<file path="config.mk">
export PLATFORM = sky130hd
export DESIGN_NAME = supply_monitor_filter
export DESIGN_NICKNAME = d
export VERILOG_FILES = /design/src/rtl/svm_pkg.sv /design/src/rtl/svm_run_counter.sv /design/src/rtl/svm_reset_latch.sv /design/src/rtl/svm_status_port.sv /design/src/rtl/supply_monitor_filter.sv
export SDC_FILE = /design/constraint.sdc
export NUM_CORES = 1
export LEC_CHECK = 0
export CAP_MARGIN = 20
export CORE_AREA = 2 2 39 41
export CTS_CLUSTER_DIAMETER = 150
export CTS_CLUSTER_SIZE = 24
export DETAILED_ROUTE_END_ITERATION = 6
export DIE_AREA = 0 0 41 43
export PLACE_DENSITY = 0.62
export SLEW_MARGIN = 20
export SYNTH_ARGS = -nofsm -noshare
export SYNTH_HDL_FRONTEND = slang
export SYNTH_SLANG_ARGS = --single-unit
</file>
<file path="constraint.sdc">
create_clock -name clk -period 1.6 [get_ports clk]
set_clock_uncertainty 0.1 [all_clocks]
set_input_delay 0.32 -clock clk [delete_from_list [all_inputs] [get_ports clk]]
set_output_delay 0.32 -clock clk [all_outputs]
set_load 0.05 [all_outputs]
</file>
<file path="src/rtl/svm_pkg.sv">
package svm_pkg;
  // Saturating increment used by the run counter.
  function automatic int unsigned sat_step(input int unsigned cur, input int unsigned limit);
    return (cur >= limit) ? limit : cur + 1;
  endfunction

  // True when the next count of a low run reaches the trip length.
  function automatic logic run_reaches(input int unsigned cur, input int unsigned limit);
    return sat_step(cur, limit) >= limit;
  endfunction
endpackage

</file>
<file path="src/rtl/svm_run_counter.sv">
module svm_run_counter #(
  parameter int unsigned TRIP_CYCLES = 9,
  parameter int unsigned CNT_W       = $clog2(TRIP_CYCLES + 1)
) (
  input  logic             clk,
  input  logic             rst_n,
  input  logic             low_seen,
  output logic [CNT_W-1:0] run_cnt,
  output logic             trip_hit
);
  import svm_pkg::*;

  assign trip_hit = low_seen && run_reaches(32'(run_cnt), TRIP_CYCLES);

  always_ff @(posedge clk) begin
    if (!rst_n)         run_cnt <= '0;
    else if (!low_seen) run_cnt <= '0;
    else                run_cnt <= CNT_W'(sat_step(32'(run_cnt), TRIP_CYCLES));
  end
endmodule

</file>
<file path="src/rtl/svm_reset_latch.sv">
module svm_reset_latch (
  input  logic clk,
  input  logic rst_n,
  input  logic armed,
  input  logic trip_hit,
  input  logic recover,
  output logic rst_req
);
  always_ff @(posedge clk) begin
    if (!rst_n)                 rst_req <= 1'b0;
    else if (!armed)            rst_req <= 1'b0;
    else if (rst_req && recover) rst_req <= 1'b0;
    else if (trip_hit)          rst_req <= 1'b1;
  end
endmodule

</file>
<file path="src/rtl/svm_status_port.sv">
module svm_status_port #(
  parameter int unsigned        DATA_W      = 8,
  parameter int unsigned        ADDR_W      = 4,
  parameter logic [ADDR_W-1:0]  STATUS_ADDR = '1,
  parameter int unsigned        STATUS_BIT  = DATA_W - 1
) (
  input  logic              flag,
  input  logic              rd_en,
  input  logic [ADDR_W-1:0] rd_addr,
  output logic [DATA_W-1:0] rd_data
);
  logic hit;
  assign hit = rd_en && (rd_addr == STATUS_ADDR);

  always_comb begin
    rd_data = '0;
    if (hit) rd_data[STATUS_BIT] = flag;
  end
endmodule

</file>
<file path="src/rtl/supply_monitor_filter.sv">
module supply_monitor_filter #(
  parameter int unsigned       TRIP_CYCLES = 9,
  parameter int unsigned       DATA_W      = 8,
  parameter int unsigned       ADDR_W      = 4,
  parameter logic [ADDR_W-1:0] STATUS_ADDR = 4'hF,
  localparam int unsigned      CNT_W       = $clog2(TRIP_CYCLES + 1)
) (
  input  logic              clk,
  input  logic              rst_n,
  input  logic              cfg_enable,
  input  logic              cfg_rst_enable,
  input  logic              sup_low,
  input  logic              sup_high,
  input  logic              rd_en,
  input  logic [ADDR_W-1:0] rd_addr,
  output logic [DATA_W-1:0] rd_data,
  output logic              rst_req
);
  // Named internal events for the checker.
  logic             low_seen;
  logic             armed;
  logic             trip_hit;
  logic [CNT_W-1:0] run_cnt;

  assign low_seen = cfg_enable && sup_low;
  assign armed    = cfg_enable && cfg_rst_enable;

  svm_run_counter #(.TRIP_CYCLES(TRIP_CYCLES), .CNT_W(CNT_W)) u_cnt (
    .clk(clk), .rst_n(rst_n), .low_seen(low_seen),
    .run_cnt(run_cnt), .trip_hit(trip_hit)
  );

  svm_reset_latch u_latch (
    .clk(clk), .rst_n(rst_n), .armed(armed), .trip_hit(trip_hit),
    .recover(sup_high), .rst_req(rst_req)
  );

  svm_status_port #(
    .DATA_W(DATA_W), .ADDR_W(ADDR_W), .STATUS_ADDR(STATUS_ADDR), .STATUS_BIT(DATA_W - 1)
  ) u_stat (
    .flag(low_seen), .rd_en(rd_en), .rd_addr(rd_addr), .rd_data(rd_data)
  );
endmodule

</file>
Word level (Yosys, flattened, before mapping)
Index checks and enable logic that the tools add are counted.
{ "totals": {"input_bits": 11, "output_inout_bits": 9, "register_bits": 5, "elab_cells": 17} }
{ "classes": {"order_cmp": 2, "eq_ne": 1, "mux": 2, "reduce_logical": 7, "addsub": 1, "bitwise": 2} }
{ "ops": {"columns": ["operator", "n"], "rows": [
  ["32-bit by 4-bit greater-or-equal comparator with 1-bit output (second input constant)", 1],
  ["32-bit 2-to-1 mux", 1],
  ["4-bit by 1-bit adder with 5-bit output (second input constant)", 1],
  ["1-bit logical AND", 5],
  ["4-bit equality test (second input constant)", 1],
  ["4-bit greater-or-equal comparator (second input constant)", 1],
  ["3-bit OR reduction", 1],
  ["1-bit NOT", 2],
  ["2-bit AND reduction", 1],
  ["1-bit 2-to-1 mux", 1]
]} }

Depth between registers and ports, before layout
{ "logic_depth": {"ltp_word": 4, "ltp_mapped": 5, "mapped_depth_nobuf": 5} }

By module
Synthesis repeated with hierarchy kept, for this count alone.
{ "hier_totals": {"hier_cells": 40, "area_unflattened_um2": 332.8} }
{ "modules_own_cells": {"columns": ["module", "instances", "seq_area_each_um2", "cells_each", "area_per_inst_um2"], "rows": [
  ["svm_run_counter", 1, 80.1, 23, 210.2],
  ["svm_status_port", 1, 0.0, 11, 70.1],
  ["svm_reset_latch", 1, 20.0, 4, 40.0],
  ["supply_monitor_filter", 1, 0.0, 2, 12.5]
]} }

Worst setup path after synthesis
Ideal clock, no wire load.
{ "synth_path": {"kind": "input-to-output", "start": "input port sup_low", "end": "output port rd_data[7]", "required_time_ns": 1.180, "path_slack_ns": -0.306, "arrival_time_ns": 1.486, "path_buffers": 0, "cell_stages": 2, "path_cell_list": "nand2_1 -> nor3_1"} }
{ "synth_via": {"elab_chain_len": 2} }
{ "synth_lines": {"columns": ["element", "line_no", "rtl"], "rows": [
  ["from (decl)", "supply_monitor_filter.sv:12", "input logic sup_low,"],
  ["1-bit logical AND", "supply_monitor_filter.sv:25", "assign low_seen = cfg_enable && sup_low;"],
  ["1-bit 2-to-1 mux", "svm_status_port.sv:17", "if (hit) rd_data[STATUS_BIT] = flag;"],
  ["to (decl)", "supply_monitor_filter.sv:16", "output logic [DATA_W-1:0] rd_data,"]
]} }
No other way between the ends.

Final worst setup path
{ "layout_path": {"start": "register u_cnt.run_cnt[0]", "end": "register u_latch.rst_req"} }
{ "layout_via": {"elab_chain_len": 4, "word_cells_on_any_way": 5, "classes_between": "1 x add/sub; 2 x order compare; 1 x mux; 1 x reduce/logical"} }
{ "layout_lines": {"columns": ["element", "line_no", "rtl"], "rows": [
  ["from (decl)", "svm_run_counter.sv:8", "output logic [CNT_W-1:0] run_cnt,"],
  ["from (signal assigned)", "svm_run_counter.sv:18", "else run_cnt <= CNT_W'(sat_step(32'(run_cnt), TRIP_CYCLES));"],
  ["4-bit by 1-bit adder with 5-bit output or 4-bit greater-or-equal comparator (tied branches)", "svm_pkg.sv:4", "return (cur >= limit) ? limit : cur + 1;"],
  ["32-bit 2-to-1 mux *", "svm_pkg.sv:4", null],
  ["32-bit by 4-bit greater-or-equal comparator with 1-bit output *", "svm_pkg.sv:9", "return sat_step(cur, limit) >= limit;"],
  ["1-bit logical AND *", "svm_run_counter.sv:13", "assign trip_hit = low_seen && run_reaches(32'(run_cnt), TRIP_CYCLES);"],
  ["to (signal assigned)", "svm_reset_latch.sv:10", "if (!rst_n) rst_req <= 1'b0;"],
  ["to (signal assigned)", "svm_reset_latch.sv:11", "else if (!armed) rst_req <= 1'b0;"],
  ["to (signal assigned)", "svm_reset_latch.sv:12", "else if (rst_req && recover) rst_req <= 1'b0;"],
  ["to (decl)", "svm_reset_latch.sv:7", "output logic rst_req"]
]} }
Mark *: on every way between the ends. The rest lies on a longest branch, timed or not.
A chain may end at the register's enable or synchronous reset.

==> results.cfg <==
[run_status]
run_status = complete, no violations

[setup_path]
arrival_ns = 1.53
worst_setup_path_end_kind = register
timing.critical_path.from_type = register
rr_startpoint = u_cnt.run_cnt[0]$_SDFF_PN0_
crit-reg2reg-capture = u_latch.rst_req$_SDFFE_PP0P_
critical_path_required_ns = 1.68
worstSetupStartpoint = u_cnt.run_cnt[0]$_SDFF_PN0_
r2r.worst_path.cells = 5
worstPathMaxFanout = 4
setup.worst_path.class = reg -> reg
cp-endpoint = u_latch.rst_req$_SDFFE_PP0P_
reg2reg_slack_ns = 0.14

[global_route]
sum_of_overflow_across_all_layers_after_global_routing = 0
grt_pass1_vias = 298
top_usage_layer = met2
groute.layer.met3.usage_pct = 3.14
global_route_wire_length_before_repair_um = 1120
global_route.usage.total_pct = 9.75
global_route_met2_utilization_pct = 14.1
antenna_found_initial = 0
grt_max_degree = 6
grt.met1_usage_pct = 10.0

[clock_tree]
ctsHoldBuffers = 0
cts_htree_levels = 1
clk_transition_reported_paths_ns = 0.04
cts_made_buffers = 3
clock_tree_from_tritoncts = done
cts.sink_count = 5
clk_latency_ns = 0.23
ctsRootBufferMaster = sky130_fd_sc_hd__clkbuf_4
clock_tree.buffer_depth = 2

[logic_synthesis]
seq_area_frac_synth_pct = 30.0
synth_largest_area_cell = sky130_fd_sc_hd__dfxtp_1
post-synth-top-area-fraction_pct = 30.0
synth.ff_latch_count = 5
yosysWarningCount = 0
yosys-top-cells-area = sky130_fd_sc_hd__dfxtp_1, sky130_fd_sc_hd__buf_4, sky130_fd_sc_hd__ha_1
mappedNetlistArea_sq_um = 334
syn_inst = 39
post_synth_num_cell_types = 18
avgSynthCellArea_sq_um = 8.57

[power_and_ir_drop]
p_switching_mw = 0.0998
total_power_mw = 0.348
switching_share_pct = 28.6
cellInternalPower_mw = 0.249
power.leakage_nw = 0.235
share_seq_of_total_power_pct = 36.8
power_density_nw_per_um2 = 636
clkPwrFrac_pct = 40.0
ir_drop_mv = 0.359
power_frac_comb_pct = 23.2

[timing]
rsz_0062_raised_after_global_routing = no
period_minus_slack_ns = 1.46
finalCritPeriodShare_pct = 91.1
final_slew_violations = 0
finalSetupViolations = 0
final_count_of_hold_timing_violations = 0
postLayoutSetupSlackWorst_ns = 0.143
fmax_mhz = 686

[drt]
detail_route.iter0.violations = 1
detailed_route_via_count = 313
antenna_left = 0
drc = 0
route.detailed.vias_per_inst = 4.23
wirelength_um = 667
drtPass1Iterations = 3
avgRoutedWirePerCell_um = 9.01

[die]
chipWidth_um = 41
row_count = 14
num_io_pins = 20
area_of_the_die_sq_um = 1760
design.core.area_sq_um = 1380
die_y_um = 43
start_util_pct = 24.1

[place]
gp_routability_congestion = 0.658
worst_setup_slack_post_dpl_ns = -0.148
placed_area_sq_um = 492
dpl.hpwl_um = 581
placement.io_buffers = 12

[cells_and_area]
sequential_cell_area_sq_um = 103
area_delta_synth_final_pct = 64.0
stdcell_area_sq_um = 548
antenna_cells = 0
multi_input_area_sq_um = 223
fillerInstances = 138
layout.nets = 73
drive_above_1_share_pct = 27.6

[flow_run]
cap_violations = 0

[hold_path]
hold_path_class = reg -> reg
-- worst min-delay path by stage --
stage,from,to,slack (ns),depth (start not counted)
floorplan,rst_n,u_latch.rst_req$_SDFFE_PP0P_,0.36,1
global placement,u_cnt.run_cnt[3]$_SDFF_PN0_,u_cnt.run_cnt[0]$_SDFF_PN0_,0.42,2
detailed placement,u_cnt.run_cnt[3]$_SDFF_PN0_,u_cnt.run_cnt[0]$_SDFF_PN0_,0.43,2
CTS,u_cnt.run_cnt[3]$_SDFF_PN0_,u_cnt.run_cnt[0]$_SDFF_PN0_,0.44,2
global route,u_cnt.run_cnt[2]$_SDFF_PN0_,u_cnt.run_cnt[2]$_SDFF_PN0_,0.46,2
finish,u_cnt.run_cnt[3]$_SDFF_PN0_,u_cnt.run_cnt[0]$_SDFF_PN0_,0.43,2
-- cells by family after synthesis --
group           share of synthesized area, %
fa+ha+maj                               11.2
buf+inv                                 20.2
simple gates                            18.7
xor+xnor                                2.62
compound gates                          16.1
flops                                   30.0
other cells                             1.12
-- through the flow --
stage,utilization (%),cells,hold WS [ns],TNS (ns)
final,39.6,74,0.433,0
after global routing,39.6,74,0.461,0
after CTS,38.5,74,0.443,0
after detailed placement,35.5,69,0.434,-0.152
after global placement,35.5,69,0.421,-0.166
after floorplan,-,45,0.360,0
-- cells in the mapped netlist (all sizes together) --
library cell	count
buf	7
a211o	1
a2111oi	1
ha	3
a31oi	1
conb	1
nand3	3
inv	4
o2111a	1
o21a	1
a21oi	2
nor3	1
nand2b	1
nor3b	3
dfxtp	5
nand2	2
nor2b	1
xnor2	1
-- layer usage --
metal / part of all wire, % / up-vias / routed length [um]
met1: 38 / 150 / 255
met4: 0 / 0 / 0
met5: 0 / - / 0
met3: 3.3 / 0 / 22
met2: 58 / 6 / 389
li1: - / 157 / -
-- power groups by stage --
stage | Combinational [mW] | Sequential, mW | Clock (mW)
floorplan | 0.0590 | 0.130 | 0
global placement | 0.0790 | 0.130 | 0
detailed placement | 0.0798 | 0.130 | 0
CTS | 0.0796 | 0.128 | 0.150
global route | 0.0871 | 0.128 | 0.151
finish | 0.0810 | 0.128 | 0.139
-- what timing repair did --
item,4_1_cts,5_1_grt
cloned,0,0
gates resized for setup,11,3
pin swaps,4,3
buffers inserted,1,0
endpoints found under the setup margin,1,1
-- cell type report --
class                      instances  area share, %
clock buffer                       4           4.79
inverter                           4           2.74
multi-input combinational         29           40.6
sequential                         5           18.7
tap                               16           3.65
timing repair buffer              16           29.5
-- placed cells by master, fill, tap and decap left out --
cell,Yosys,layout
sky130_fd_sc_hd__a2111oi_1,1,1
sky130_fd_sc_hd__a211o_1,1,1
sky130_fd_sc_hd__a21oi_1,2,2
sky130_fd_sc_hd__a31oi_1,1,1
sky130_fd_sc_hd__buf_12,0,2
sky130_fd_sc_hd__buf_4,7,4
sky130_fd_sc_hd__clkbuf_1,0,1
sky130_fd_sc_hd__clkbuf_4,0,3
sky130_fd_sc_hd__clkdlybuf4s50_1,0,3
sky130_fd_sc_hd__conb_1,1,7
sky130_fd_sc_hd__dfxtp_1,5,3
sky130_fd_sc_hd__dfxtp_2,0,2
sky130_fd_sc_hd__dlygate4sd2_1,0,7
sky130_fd_sc_hd__ha_1,3,2
sky130_fd_sc_hd__ha_4,0,1
sky130_fd_sc_hd__inv_1,4,4
sky130_fd_sc_hd__nand2_2,0,2
sky130_fd_sc_hd__nand2b_1,1,1
sky130_fd_sc_hd__nand3_1,3,2
sky130_fd_sc_hd__nand3_2,0,1
sky130_fd_sc_hd__nor2b_1,1,1
sky130_fd_sc_hd__nor3_4,0,1
sky130_fd_sc_hd__nor3b_1,3,3
sky130_fd_sc_hd__o2111a_1,1,1
sky130_fd_sc_hd__o21a_1,1,1
sky130_fd_sc_hd__xnor2_1,1,1
-- critical path: stages, from the launching register on --
cell and delay [ns]:
sky130_fd_sc_hd__dfxtp_2 0.35, sky130_fd_sc_hd__inv_1 0.07, sky130_fd_sc_hd__ha_4 0.26, sky130_fd_sc_hd__nor3b_1 0.04, sky130_fd_sc_hd__a2111oi_1 0.34, sky130_fd_sc_hd__o2111a_1 0.24
-- state kept, by name, indices dropped and copies added (netlist names) --
signal,cells
u_cnt.run_cnt,4
u_latch.rst_req,1
(Power assumes the default switching activity.)
